==> src/rtl/ddrpix_pkg.sv <==
// Package: shared control type for the double-edge pixel realigner.
// Assumes: nothing beyond IEEE 1800-2017 packed structs.
package ddrpix_pkg;

    // Pairing controls sampled on each rising edge.
    typedef struct packed {
        logic swap;      // exchange halves in the output word
        logic dly_fall;  // take falling half from one period earlier
        logic dly_rise;  // take rising half from one period earlier
    } pair_ctrl_t;

endpackage

==> src/rtl/ddrpix_edge_capture.sv <==
// Module: ddrpix_edge_capture
// Samples the multiplexed bus on the rising edge and on the falling edge.
// Assumes the bus is stable around both edges; the falling sample is held
// through the next rising edge, where downstream logic picks it up.
module ddrpix_edge_capture #(
    parameter int HALF_W = 12
) (
    input  logic              clk,
    input  logic              rst_n,
    input  logic [HALF_W-1:0] half_in,
    output logic [HALF_W-1:0] rise_cur,
    output logic [HALF_W-1:0] fall_cur
);

    // Rising-edge sample of the current period.
    always_ff @(posedge clk) begin
        if (!rst_n) rise_cur <= '0;
        else        rise_cur <= half_in;
    end

    // Falling-edge sample of the current period.
    always_ff @(negedge clk) begin
        if (!rst_n) fall_cur <= '0;
        else        fall_cur <= half_in;
    end

endmodule

==> src/rtl/ddrpix_half_delay.sv <==
// Module: ddrpix_half_delay
// Holds one half-word stream back by a single rising-edge clock period.
// Assumes the input is stable at the rising edge, which also makes this
// the second domain-crossing register for falling-edge data.
module ddrpix_half_delay #(
    parameter int W = 12
) (
    input  logic         clk,
    input  logic         rst_n,
    input  logic [W-1:0] d,
    output logic [W-1:0] q
);

    // One-period delay register.
    always_ff @(posedge clk) begin
        if (!rst_n) q <= '0;
        else        q <= d;
    end

endmodule

==> src/rtl/ddrpix_assemble.sv <==
// Module: ddrpix_assemble
// Selects current or delayed halves, applies the swap, and registers the
// pixel and its valid flag on the rising edge. Assumes the controls are
// sampled on the same rising edge that loads the output.
module ddrpix_assemble
    import ddrpix_pkg::*;
#(
    parameter int HALF_W = 12
) (
    input  logic                clk,
    input  logic                rst_n,
    input  pair_ctrl_t          ctrl,
    input  logic [HALF_W-1:0]   rise_cur,
    input  logic [HALF_W-1:0]   fall_cur,
    input  logic [HALF_W-1:0]   rise_old,
    input  logic [HALF_W-1:0]   fall_old,
    output logic [2*HALF_W-1:0] pix_out,
    output logic                pix_vld
);

    localparam int PIX_W    = 2 * HALF_W;
    localparam int FILL_MAX = 2;
    localparam int FILL_W   = $clog2(FILL_MAX + 1);

    logic [HALF_W-1:0] rise_sel;
    logic [HALF_W-1:0] fall_sel;
    logic [PIX_W-1:0]  pix_next;
    logic [FILL_W-1:0] fill_q;
    logic              any_dly;

    // Half selection and ordering for the pixel formed at this edge.
    always_comb begin
        rise_sel = ctrl.dly_rise ? rise_old : rise_cur;
        fall_sel = ctrl.dly_fall ? fall_old : fall_cur;
        pix_next = ctrl.swap ? {fall_sel, rise_sel} : {rise_sel, fall_sel};
        any_dly  = ctrl.dly_rise | ctrl.dly_fall;
    end

    // Count post-reset periods until the delay path is filled.
    always_ff @(posedge clk) begin
        if (!rst_n)                           fill_q <= '0;
        else if (fill_q != FILL_W'(FILL_MAX)) fill_q <= fill_q + 1'b1;
    end

    // Output pixel and valid flag.
    always_ff @(posedge clk) begin
        if (!rst_n) begin
            pix_out <= '0;
            pix_vld <= 1'b0;
        end else begin
            pix_out <= pix_next;
            pix_vld <= (fill_q != '0) &&
                       (!any_dly || fill_q == FILL_W'(FILL_MAX));
        end
    end

    AST_VLD_HOLD: assert property (@(posedge clk) disable iff (!rst_n)
        $past(pix_vld) |-> pix_vld);

    AST_RST_CLEAR: assert property (@(posedge clk)
        !rst_n |=> (pix_out == '0 && !pix_vld));

endmodule

==> src/rtl/ddr_pixel_realign.sv <==
// Module: ddr_pixel_realign (top)
// Rebuilds full pixels from a bus carrying half a pixel on each clock edge.
// Assumes one clock for both edges and synchronous active-low reset; all
// outputs change on the rising edge only.
module ddr_pixel_realign
    import ddrpix_pkg::*;
#(
    parameter int HALF_W = 12
) (
    input  logic                clk,
    input  logic                rst_n,
    input  logic [HALF_W-1:0]   half_in,
    input  logic                swap_en,
    input  logic                dly_fall_en,
    input  logic                dly_rise_en,
    output logic [2*HALF_W-1:0] pix_out,
    output logic                pix_vld
);

    localparam int LANES = 2;  // lane 0 = rising half, lane 1 = falling half

    logic [HALF_W-1:0] lane_cur [LANES];
    logic [HALF_W-1:0] lane_old [LANES];
    pair_ctrl_t        ctrl;

    // Pack the control pins into the shared control type.
    always_comb begin
        ctrl.swap     = swap_en;
        ctrl.dly_fall = dly_fall_en;
        ctrl.dly_rise = dly_rise_en;
    end

    ddrpix_edge_capture #(.HALF_W(HALF_W)) i_capture (
        .clk      (clk),
        .rst_n    (rst_n),
        .half_in  (half_in),
        .rise_cur (lane_cur[0]),
        .fall_cur (lane_cur[1])
    );

    for (genvar g = 0; g < LANES; g++) begin : g_lane
        ddrpix_half_delay #(.W(HALF_W)) i_delay (
            .clk   (clk),
            .rst_n (rst_n),
            .d     (lane_cur[g]),
            .q     (lane_old[g])
        );
    end

    ddrpix_assemble #(.HALF_W(HALF_W)) i_assemble (
        .clk      (clk),
        .rst_n    (rst_n),
        .ctrl     (ctrl),
        .rise_cur (lane_cur[0]),
        .fall_cur (lane_cur[1]),
        .rise_old (lane_old[0]),
        .fall_old (lane_old[1]),
        .pix_out  (pix_out),
        .pix_vld  (pix_vld)
    );

    AST_PLAIN_PAIR: assert property (@(posedge clk) disable iff (!rst_n)
        $past({swap_en, dly_fall_en, dly_rise_en}) == 3'b000
        |-> pix_out == {$past(lane_cur[0]), $past(lane_cur[1])});

    AST_SWAP_PAIR: assert property (@(posedge clk) disable iff (!rst_n)
        $past({swap_en, dly_fall_en, dly_rise_en}) == 3'b100
        |-> pix_out == {$past(lane_cur[1]), $past(lane_cur[0])});

    AST_FALL_LATE: assert property (@(posedge clk) disable iff (!rst_n)
        $past({swap_en, dly_fall_en, dly_rise_en}) == 3'b010
        |-> pix_out[HALF_W-1:0] == $past(lane_cur[1], 2));

    AST_RISE_LATE: assert property (@(posedge clk) disable iff (!rst_n)
        $past({swap_en, dly_fall_en, dly_rise_en}) == 3'b001
        |-> pix_out[2*HALF_W-1:HALF_W] == $past(lane_cur[0], 2));

endmodule

==> config.mk <==
export PLATFORM = sky130hd
export DESIGN_NAME = ddr_pixel_realign
export DESIGN_NICKNAME = d
export VERILOG_FILES = /design/src/rtl/ddrpix_pkg.sv /design/src/rtl/ddrpix_edge_capture.sv /design/src/rtl/ddrpix_half_delay.sv /design/src/rtl/ddrpix_assemble.sv /design/src/rtl/ddr_pixel_realign.sv
export SDC_FILE = /design/constraint.sdc
export NUM_CORES = 1
export LEC_CHECK = 0
export ABC_CLOCK_PERIOD_IN_PS = 1400
export BUFFER_PORTS_ARGS = -buffer_cell sky130_fd_sc_hd__buf_4
export CAP_MARGIN = 20
export CELL_PAD_IN_SITES_DETAIL_PLACEMENT = 0
export CELL_PAD_IN_SITES_GLOBAL_PLACEMENT = 1
export CORE_MARGIN = 2
export CORE_UTILIZATION = 23
export CTS_CLUSTER_DIAMETER = 200
export DETAILED_ROUTE_END_ITERATION = 8
export PLACE_DENSITY = 0.57
export SLEW_MARGIN = 25
export SYNTH_ARGS = -nofsm -noshare
export SYNTH_HDL_FRONTEND = slang
export SYNTH_SLANG_ARGS = --single-unit
==> constraint.sdc <==
create_clock -name clk -period 1.4 [get_ports clk]
set_input_delay 0.28 -clock clk [delete_from_list [all_inputs] [get_ports clk]]
set_output_delay 0.28 -clock clk [all_outputs]
set_load 0.02 [all_outputs]
# [Yosys cells after proc, flatten, opt, wreduce, memory -nomap -nowiden]
# Cells that the tools add are included.
[classes] addsub=1 n_mul=0 div=0 order_cmp=0 n_eq_ne=2 n_shift=0 muxes=4 bitwise_logic=1 reduce_logical=4
[op_table] cell="12-bit 2-to-1 mux" n=3
[op_table] cell="24-bit 2-to-1 mux" n=1
[op_table] cell="2-bit by 1-bit adder with 2-bit output (second input constant)" n=1
[op_table] cell="2-bit equality test (second input constant)" n=1
[op_table] cell="2-bit != test (second input constant)" n=1
[op_table] cell="2-bit nonzero test" n=1
[op_table] cell="1-bit logical AND" n=1
[op_table] cell="1-bit logical NOT" n=1
[op_table] cell="1-bit logical OR" n=1
[op_table] cell="1-bit OR" n=1
[word_totals] reg_bits=75 latch_bits=0 mem_bits_rw=0 mem_bits_ro=0 inputBits=17 out_inout_bits=25 word_cells=19 memories=0

# [Logic depth before layout (Yosys ltp)]
# Gate-level depths: netlist of run 1.
[depth] word_depth=4 depth_mapped=4 depth_no_buf=4

# [Cells and area by module]
# Synthesis of run 1 repeated with hierarchy kept, for this count alone.
[unflattened] hier_cells=184 hier_area_um2=2374.8
[by_module_without_submodules] mod="ddrpix_assemble" instances=1 cells_per_inst=96 area_each_um2=1121.1
[by_module_without_submodules] mod="ddrpix_half_delay" instances=2 cells_per_inst=25 area_each_um2=336.6
[by_module_without_submodules] mod="ddrpix_edge_capture" instances=1 cells_per_inst=38 area_each_um2=580.6

==> flow_summary.json, run 1 <==
{
  "reg2reg_depth": 2,
  "netlist_area_um2": 2262,
  "hold_violations": 0,
  "gp_congestion": 0.5962,
  "cap_violations": 0,
  "async_flop_share_pct": 0,
  "required_ns": 1.61,
  "numPortBuffers": 41,
  "min_path_cells": 2,
  "cts_setup_buffers": 0,
  "die_w_um": 103.2,
  "synth_ff_type": "dfxtp_1",
  "finClkSkew_ns": 0.04160,
  "synth_nets": 202,
  "powerDensity_nw_per_um2": 1567,
  "first_pass_iters": 6,
  "synth.yosys.seq_area_share_pct": 66.37,
  "hpwlAfterDp_um": 2717,
  "pre_cts_slack_ns": -0.1677,
  "vias_per_cell": 3.836,
  "yosysMostFrequentCell": "dfxtp_1",
  "avgSynthCellArea_um2": 12.29,
  "grt_pass1_wl_um": 6782,
  "ir_drop_uv": 486.9,
  "ctsLongestPathBuffers": 2,
  "ys_warn_count": 0,
  "worstHoldEndpoint": "i_capture.rise_cur[7]$_DFF_P_",
  "initial_core_util_pct": 23.47,
  "cts_root_buf": "clkbuf_8",
  "r2r_end": "i_assemble.pix_out[6]$_SDFF_PN0_",
  "path_class": "reg -> reg",
  "ant_nets": 0,
  "min_path_type": "in -> reg",
  "ys_ff_latch": 75,
  "max_slew_margin_pct": 79.09,
  "dieArea_um2": 10650,
  "rsz0062_at_grt": "true",
  "ctsHtreeMaxLevel": 3,
  "antenna_found_initial": 0,
  "layout_setup_ws_ns": -0.06313,
  "cts.clk_slew.worst_paths_ns": 0.08,
  "first_iter_violations": 54,
  "setup_violations": 23,
  "finalNetCount": 257,
  "timing.final.max_slew_violations": 0,
  "cp-start-kind": "register",
  "path_max_fanout": 2,
  "n_antenna_cell": 0,
  "tightest_slew_ns": 0.3136,
  "hp-start": "half_in[7]",
  "status": "finished with violations",
  "fin_setup_tns_ns": -0.7646,
  "muxShareOfSynthArea_pct": 10.62,
  "failed_checks": "setup timing",
  "vias": 1446,
  "grt_max_degree": 38,
  "overflow": 0,
  "synth_enable_flop_cells": 0,
  "synthToLayoutAreaGrowth_pct": 32.52,
  "synth_compound_area_share_pct": 7.080,
  "cts_tree": "built",
  "core_area_um2": 9639,
  "clock_sinks": 75,
  "drcViolationCount": 0,
  "grt_pass1_vias": 1342,
  "layout-drive-gt1-share_pct": 29.92,
  "final-instance-count-excl-fill": 377,
  "cts_buffers": 9,
  "wirelength_um": 4367,
  "yosys.area_share.simple_pct": 11.67,
  "synth_top_area_cell": "dfxtp_1",
  "io_pins": 42,
  "grtUsageTotal_pct": 8.887,
  "r2r_slack_ns": -0.06,
  "postCtsHoldBufs": 0,
  "synth-adder-area-share_pct": 0.5531,
  "dp_cells": 350,
  "synth_top_family_by_area": "simple AND/OR/NAND/NOR gates",
  "synth_commonest_cells": "dfxtp_1 (75), and2_1 (36), mux2i_1 (24), o22ai_1 (24), buf_2 (5)",
  "end_kind": "register",
  "wl_per_cell_um": 11.58,
  "r2r_start": "i_capture.fall_cur[6]$_DFF_N_",
  "clk_latency_ns": 0.38,
  "synthTopCellsByArea": "dfxtp_1 (66%), mux2i_1 (11%), and2_1 (10%)",
  "critPathArrivalTime_ns": 1.68,
  "syn_inst": 184,
  "num_rows": 36,
  "synth_cell_types": 18,
  "die_y_um": 103.2,
  "synth_top_area_share_pct": 66.37,
  "synth_xor_area_share_pct": 0.3872,
  "power_leakage_nw": 1.317
}
## final cells by class
type                       count  area (um^2)
fill                        1023         6641
sequential                    75         1508
multi-input combinational     95        711.9
timing repair buffer          44        342.8
tap                          133        166.4
clock buffer                  11        141.4
clock inverter                17        120.1
inverter                       2        7.507
## metrics by stage
step           power (mW)  hold slack (ns)  area, um^2  utilization (%)
2_1_floorplan       2.720           0.4233        2298                -
3_3_place_gp        2.861           0.4378        2715            28.17
3_5_place_dp        2.870           0.4409        2715            28.17
4_1_cts             4.761           0.1416        2978            30.89
5_1_grt             4.937           0.1426        2998            31.10
6_report            4.697           0.1540        2998            31.10
## logic make-up after synthesis
family          after synthesis
mux                          24
flops                        75
fa+ha+maj                     1
simple gates                 43
compound gates               26
buf+inv                      14
xor+xnor                      1
## power by group
group	internal, mW	switching (mW)	total, mW
Clock	1.09	0.839	1.93
Sequential	2.27	0.0571	2.33
Combinational	0.223	0.216	0.439
## layout by cell type (no fill, tap or decap), types with 2 or more instances in the layout
master and n:
and2_4 3, dfxtp_2 5, dfxtp_1 70, clkbuf_8 10, mux2i_1 19, nand2_1 2
nand2b_1 2, and2_1 33, inv_1 14, a21oi_1 2, o22ai_1 24, clkinv_2 3
bufinv_16 2, mux2i_2 5, buf_4 43
## registers in the layout (all words and copies together) (netlist names)
signal	flops
g_lane.i_delay.q	24
i_assemble.pix_out	24
i_capture.rise_cur	12
i_assemble.pix_vld	1
i_capture.fall_cur	12
i_assemble.fill_q	2
## per-layer routing
metal  vias to the layer above  GRT usage [%]  share of wire [%]
met5                         -              0                  0
met3                         7          3.965                6.7
met2                        37          12.54                 43
met1                       672          10.94                 48
li1                        730              -                  -
met4                         0          5.769                1.8
## how the worst max path moves through the flow
| stage | from | end | cells after the start |
|---|---|---|---|
| 5_1_grt | i_capture.fall_cur[3]$_DFF_N_ | i_assemble.pix_out[3]$_SDFF_PN0_ | 2 |
| 2_1_floorplan | rst_n | i_capture.fall_cur[10]$_DFF_N_ | 3 |
| 4_1_cts | i_capture.fall_cur[5]$_DFF_N_ | i_assemble.pix_out[17]$_SDFF_PN0_ | 2 |
| 3_3_place_gp | rst_n | i_capture.fall_cur[0]$_DFF_N_ | 2 |
| 6_report | i_capture.fall_cur[6]$_DFF_N_ | i_assemble.pix_out[6]$_SDFF_PN0_ | 2 |
| 3_5_place_dp | rst_n | i_capture.fall_cur[4]$_DFF_N_ | 2 |
## timing repair
action / 4_1_cts / 5_1_grt
endpoints found under the setup margin: 24 / 24
pin swaps: 4 / 2
resized for setup: 2 / 8
## worst max-delay path, cell delays in order (launching register included)
cell and delay, ns:
dfxtp_2 0.31, mux2i_2 0.17, o22ai_1 0.12
(Power assumes the default switching activity.)
==> run 2, diff against run 1 <==
--- a/config.mk
+++ b/config.mk
@@ -5,7 +5,7 @@
 export SDC_FILE = /design/constraint.sdc
 export NUM_CORES = 1
 export LEC_CHECK = 0
-export ABC_CLOCK_PERIOD_IN_PS = 1400
+export ABC_CLOCK_PERIOD_IN_PS = 1500
 export BUFFER_PORTS_ARGS = -buffer_cell sky130_fd_sc_hd__buf_4
 export CAP_MARGIN = 20
 export CELL_PAD_IN_SITES_DETAIL_PLACEMENT = 0
@@ -19,3 +19,4 @@
 export SYNTH_ARGS = -nofsm -noshare
 export SYNTH_HDL_FRONTEND = slang
 export SYNTH_SLANG_ARGS = --single-unit
+export TNS_END_PERCENT = 5
==> constraint.sdc (replaced) <==
create_clock -name clk -period 1.5 [get_ports clk]
set_input_delay 0.3 -clock clk [delete_from_list [all_inputs] [get_ports clk]]
set_output_delay 0.3 -clock clk [all_outputs]
set_load 0.02 [all_outputs]
==> run 2 against run 1 <==
Effect of this change:
- the run still ends with setup timing left
- sequential power is 7% lower
- global-route usage hardly changed
- clock power fell by 23%
- routed wire length decreased by 1.6%
- worst setup slack better by 0.032 ns
- power decreased by 13%
- utilization decreased by 0.52 points
- combinational power fell by 4.8%
- hold slack better by 0.031 ns
- register-to-register slack better by 0.03 ns
- design area shrank 1.7%
- critical path depth did not move
==> flow_summary.json, run 2 (synthesized netlist as in run 1, its figures left out) <==
{
  "cts_tree": "built",
  "multiInputGateArea_um2": 701.9,
  "worstHoldEndpoint": "i_capture.rise_cur[8]$_DFF_P_",
  "min_path_cells": 2,
  "ctsLongestPathBuffers": 2,
  "ir_drop_uv": 352.5,
  "fin_util_pct": 30.58,
  "crit_family": "flip-flops",
  "end_kind": "register",
  "antenna_found_initial": 0,
  "wirelength_um": 4297,
  "grt_max_degree": 36,
  "fillers": 1029,
  "grt_pass1_vias": 1460,
  "overflow": 0,
  "layout_common_cells": "dfxtp_1 (74), buf_4 (44), and2_1 (34), o22ai_1 (24), mux2i_1 (21)",
  "critPathArrivalTime_ns": 1.75,
  "vias_per_cell": 3.825,
  "r2r_start": "i_capture.fall_cur[5]$_DFF_N_",
  "hpwlAfterDp_um": 2764,
  "cpPeakStageDelay_ns": 0.30,
  "seq_area_um2": 1503,
  "tightest_slew_ns": 0.3027,
  "cp_cell_sequence": "mux2i_1 -> o22ai_1",
  "hold_violations": 0,
  "first_pass_iters": 4,
  "ctsHtreeMaxLevel": 3,
  "crit_slowest_cell": "dfxtp_1",
  "rsz0062_at_grt": "true",
  "cts_setup_buffers": 0,
  "vias": 1446,
  "die_w_um": 103.2,
  "io_pins": 42,
  "hp-start": "half_in[8]",
  "initial_core_util_pct": 23.47,
  "cts_root_buf": "clkbuf_8",
  "status": "finished with violations",
  "gp_congestion": 0.6685,
  "ant_nets": 0,
  "clk_latency_ns": 0.38,
  "max_slew_margin_pct": 79.82,
  "min_path_type": "in -> reg",
  "reg_top3": "g_lane.i_delay.q (24), i_assemble.pix_out (24)",
  "final-instance-count-excl-fill": 378,
  "cp-start-kind": "register",
  "timing.final.max_slew_violations": 0,
  "fin_setup_tns_ns": -0.07790,
  "first_iter_violations": 46,
  "power_mw": 4.066,
  "dieArea_um2": 10650,
  "grtUsageTotal_pct": 8.879,
  "drcViolationCount": 0,
  "dp_cells": 351,
  "num_rows": 36,
  "crit_start": "i_capture.fall_cur[5]$_DFF_N_",
  "r2r_slack_ns": -0.03,
  "cts_buffers": 9,
  "crit_buf_inv": 0,
  "path_class": "reg -> reg",
  "cts.clk_slew.worst_paths_ns": 0.07,
  "core_area_um2": 9639,
  "final_common_cell": "dfxtp_1",
  "synthToLayoutAreaGrowth_pct": 30.31,
  "power_leakage_nw": 1.304,
  "n_antenna_cell": 0,
  "clock_sinks": 75,
  "r2r_end": "i_assemble.pix_out[17]$_SDFF_PN0_",
  "layout-drive-gt1-share_pct": 26.12,
  "required_ns": 1.72,
  "grt_pass1_wl_um": 6831,
  "powerDensity_nw_per_um2": 1379,
  "postCtsHoldBufs": 0,
  "failed_checks": "setup timing",
  "wl_per_cell_um": 11.37,
  "reg2reg_depth": 2,
  "setup_violations": 5,
  "layout_setup_ws_ns": -0.03077,
  "numPortBuffers": 41,
  "finClkSkew_ns": 0.04180,
  "path_max_fanout": 2,
  "finalNetCount": 258,
  "die_y_um": 103.2,
  "cap_violations": 0
}
run 2: cell types whose count changed in the layout (fill, tap and decap cells not counted), sizes merged:
| cell | before | now |
|---|---|---|
| buf | 44 | 45 |
| bufinv | 2 | 0 |
| clkbuf | 11 | 12 |
| clkinv | 3 | 1 |
| clkinvlp | 0 | 1 |
| inv | 14 | 16 |
run 2: per-layer routing:
metal  part of all wire, %  GRT usage [%]  wire length [um]  up-vias
met5                     0              0                 0        -
met4                   1.4          4.858                59        0
met3                   5.6          4.435               242        5
met2                    46          13.79              1984       34
met1                    47          9.963              2011      671
li1                      -              -                 -      736
run 2: power by group:
part | internal, mW | total [mW] | switching [mW] | leakage, nW
clock network | 0.726 | 1.48 | 0.749 | 0.158
logic | 0.209 | 0.418 | 0.208 | 0.527
registers | 2.12 | 2.17 | 0.0521 | 0.619
total | 3.06 | 4.07 | 1.01 | 1.30
run 2: how the worst max path moves through the flow:
stage,endpoint,slack (ns),cells past startpoint
5_1_grt,i_assemble.pix_out[19]$_SDFF_PN0_,-0.05,2
6_report,i_assemble.pix_out[17]$_SDFF_PN0_,-0.03,2
4_1_cts,i_assemble.pix_out[21]$_SDFF_PN0_,-0.02,2
2_1_floorplan,i_capture.fall_cur[10]$_DFF_N_,-0.04,3
3_5_place_dp,i_capture.fall_cur[4]$_DFF_N_,-0.13,2
3_3_place_gp,i_capture.fall_cur[0]$_DFF_N_,-0.11,2
run 2: worst register-to-register path, cell delays in order, from the launching register on:
cell and delay, ns:
dfxtp_1 0.30, mux2i_1 0.21, o22ai_1 0.12
run 2: area by class of cell:
type,count,area share [%]
multi-input cells,95,23.81
inverters,2,0.2547
well taps,133,5.645
repair buffers,45,11.88
clock buffers,12,5.306
flip-flops and latches,75,50.98
clock inverters,16,2.122
run 2: per-stage QoR:
step                hold WS, ns  setup WS [ns]  cell area, um^2
detailed placement       0.4448        -0.1276             2720
global placement         0.4382        -0.1051             2720
floorplan                0.4291       -0.03992             2292
CTS                      0.1688       -0.01778             2935
global route             0.1686       -0.05473             2948
finish                   0.1847       -0.03077             2948
run 2: timing repair:
action                     in CTS  in global routing
setup endpoints to repair       4                 24
resized for setup               0                  4
pin swaps                       0                  3
gates cloned                    0                  0
==> run 3, diff against run 2 <==
--- a/config.mk
+++ b/config.mk
@@ -10,11 +10,13 @@
 export CAP_MARGIN = 20
 export CELL_PAD_IN_SITES_DETAIL_PLACEMENT = 0
 export CELL_PAD_IN_SITES_GLOBAL_PLACEMENT = 1
+export CORE_ASPECT_RATIO = 0.5
 export CORE_MARGIN = 2
 export CORE_UTILIZATION = 23
 export CTS_CLUSTER_DIAMETER = 200
 export DETAILED_ROUTE_END_ITERATION = 8
 export PLACE_DENSITY = 0.57
+export RECOVER_POWER = 100
 export SLEW_MARGIN = 25
 export SYNTH_ARGS = -nofsm -noshare
 export SYNTH_HDL_FRONTEND = slang
==> run 3 against run 2 <==
Effect of this change:
- the run still ends with setup timing left
- critical endpoint is now i_assemble.pix_out[16]$_SDFF_PN0_
- register-to-register slack is essentially flat
- largest power group is now the clock network
- count of clock-buffer cells in the layout shrank 1
- flip-flop and latch count is the same
- clock power grew 55%
- die area grew 0.45%
==> flow_summary.json, run 3 (synthesized netlist as in run 1, its figures left out) <==
{
  "status": "finished with violations",
  "failed_checks": "setup timing",
  "cap_violations": 0,
  "max_slew_margin_pct": 81.28,
  "p_seq_share_pct": 44.9,
  "crit_start": "i_capture.fall_cur[4]$_DFF_N_",
  "hpwlAfterDp_um": 2947,
  "r2r_slack_ns": -0.03,
  "path_class": "reg -> reg",
  "switching_share_pct": 23.16,
  "layout_setup_ws_ns": -0.02593,
  "crit_slowest_cell": "dfxtp_1",
  "grt_pass1_wl_um": 7058,
  "cts_setup_buffers": 0,
  "timing.final.max_slew_violations": 0,
  "finalNetCount": 260,
  "clk_latency_ns": 0.38,
  "ctsHtreeMaxLevel": 3,
  "overflow": 0,
  "wirelength_um": 4265,
  "power_frac_comb_pct": 7.8,
  "ir_drop_uv": 535.5,
  "hold_violations": 0,
  "p_int_mw": 3.728,
  "finClkSkew_ns": 0.06547,
  "p_sw_mw": 1.124,
  "required_ns": 1.70,
  "critPathArrivalTime_ns": 1.72,
  "first_pass_iters": 4,
  "power_leakage_nw": 1.238,
  "r2r_start": "i_capture.fall_cur[4]$_DFF_N_",
  "grtUsageTotal_pct": 8.934,
  "dieArea_um2": 10690,
  "ant_nets": 0,
  "cts_tree": "built",
  "multiInputGateArea_um2": 695.7,
  "setup_violations": 11,
  "ctsLongestPathBuffers": 2,
  "powerDensity_nw_per_um2": 1626,
  "vias_per_cell": 3.777,
  "initial_core_util_pct": 23.79,
  "fin_util_pct": 31.38,
  "hp-start": "half_in[4]",
  "synthToLayoutAreaGrowth_pct": 31.91,
  "end_kind": "register",
  "fillers": 994,
  "io_pins": 42,
  "layout_common_cells": "dfxtp_1 (75), clkbuf_1 (28), o22ai_1 (24), mux2i_1 (22)",
  "clock_sinks": 75,
  "final_common_cell": "dfxtp_1",
  "grt_max_degree": 32,
  "antenna_found_initial": 0,
  "cts.clk_slew.worst_paths_ns": 0.06,
  "cp-start-kind": "register",
  "n_antenna_cell": 0,
  "gp_congestion": 0.6707,
  "grt_pass1_vias": 1514,
  "path_max_fanout": 2,
  "wl_per_cell_um": 11.16,
  "cpPeakStageDelay_ns": 0.30,
  "reg_top3": "g_lane.i_delay.q (24), i_assemble.pix_out (24)",
  "tightest_slew_ns": 0.2820,
  "seq_area_um2": 1501,
  "drcViolationCount": 0,
  "vias": 1443,
  "first_iter_violations": 71,
  "core_area_um2": 9509,
  "p_clk_share_pct": 47.4,
  "rsz0062_at_grt": "true",
  "num_rows": 25,
  "cp_cell_sequence": "mux2i_1 -> o22ai_1",
  "die_w_um": 144.3,
  "cts_buffers": 9,
  "min_path_type": "in -> reg",
  "layout-drive-gt1-share_pct": 15.79,
  "cts_root_buf": "clkbuf_16",
  "numPortBuffers": 41,
  "fin_setup_tns_ns": -0.1355,
  "die_y_um": 74.13
}
==> run 3: final timing paths <==
| path | to | depth (start not counted) |
|---|---|---|
| worst max register to register | i_assemble.pix_out[16]$_SDFF_PN0_ | 2 |
| worst max-delay path | i_assemble.pix_out[16]$_SDFF_PN0_ | 2 |
| worst min-delay path | i_capture.rise_cur[4]$_DFF_P_ | 2 |
| worst min register to register | g_lane[0].i_delay.q[4]$_SDFF_PN0_ | 1 |
==> run 3: layer usage <==
| metal | global-route usage [%] | share of wire [%] | vias up |
|---|---|---|---|
| met5 | 0 | 0 | - |
| met4 | 5.178 | 1.6 | 0 |
| met3 | 3.284 | 2.3 | 7 |
| met2 | 15.45 | 51 | 14 |
| met1 | 9.716 | 46 | 686 |
| li1 | - | - | 736 |
==> run 3: area by class of cell <==
class	instances	area share, %
timing repair buffer	47	8.428
multi-input combinational	95	23.31
sequential	75	50.31
tap	135	5.660
clock inverter	17	3.522
inverter	2	0.2516
clock buffer	11	8.512
==> run 3: stage by stage <==
stage	cell area, um^2	worst slack [ns]	cells	hold WS, ns	power (mW)
after floorplan	2292	-0.03992	184	0.4291	2.536
after global placement	2725	-0.05696	355	0.4382	2.667
after detailed placement	2725	-0.08939	355	0.4407	2.690
after CTS	3080	-0.02675	382	0.1888	4.958
after global routing	2984	-0.08277	382	0.2106	5.085
final	2984	-0.02593	382	0.2055	4.851
==> run 3: power by group through the flow <==
stage / Clock [mW] / Sequential (mW) / Combinational (mW)
after global routing: 2.47 / 2.19 / 0.425
after CTS: 2.36 / 2.18 / 0.420
final: 2.30 / 2.18 / 0.376
after detailed placement: 0.0532 / 2.22 / 0.418
after global placement: 0.0532 / 2.21 / 0.401
after floorplan: 0.0532 / 2.25 / 0.230
==> run 3: worst max-delay path, delay by kind of cell (launching register included) <==
kind               cells  cell delay [ns]
DFF                    1             0.30
AOI/OAI and AO/OA      1             0.11
muxes                  1             0.18
==> run 3: timing repair <==
item	4_1_cts	5_1_grt
resized for setup	0	4
pin swaps	2	1
setup endpoints to repair	12	24
hold buffers	0	0
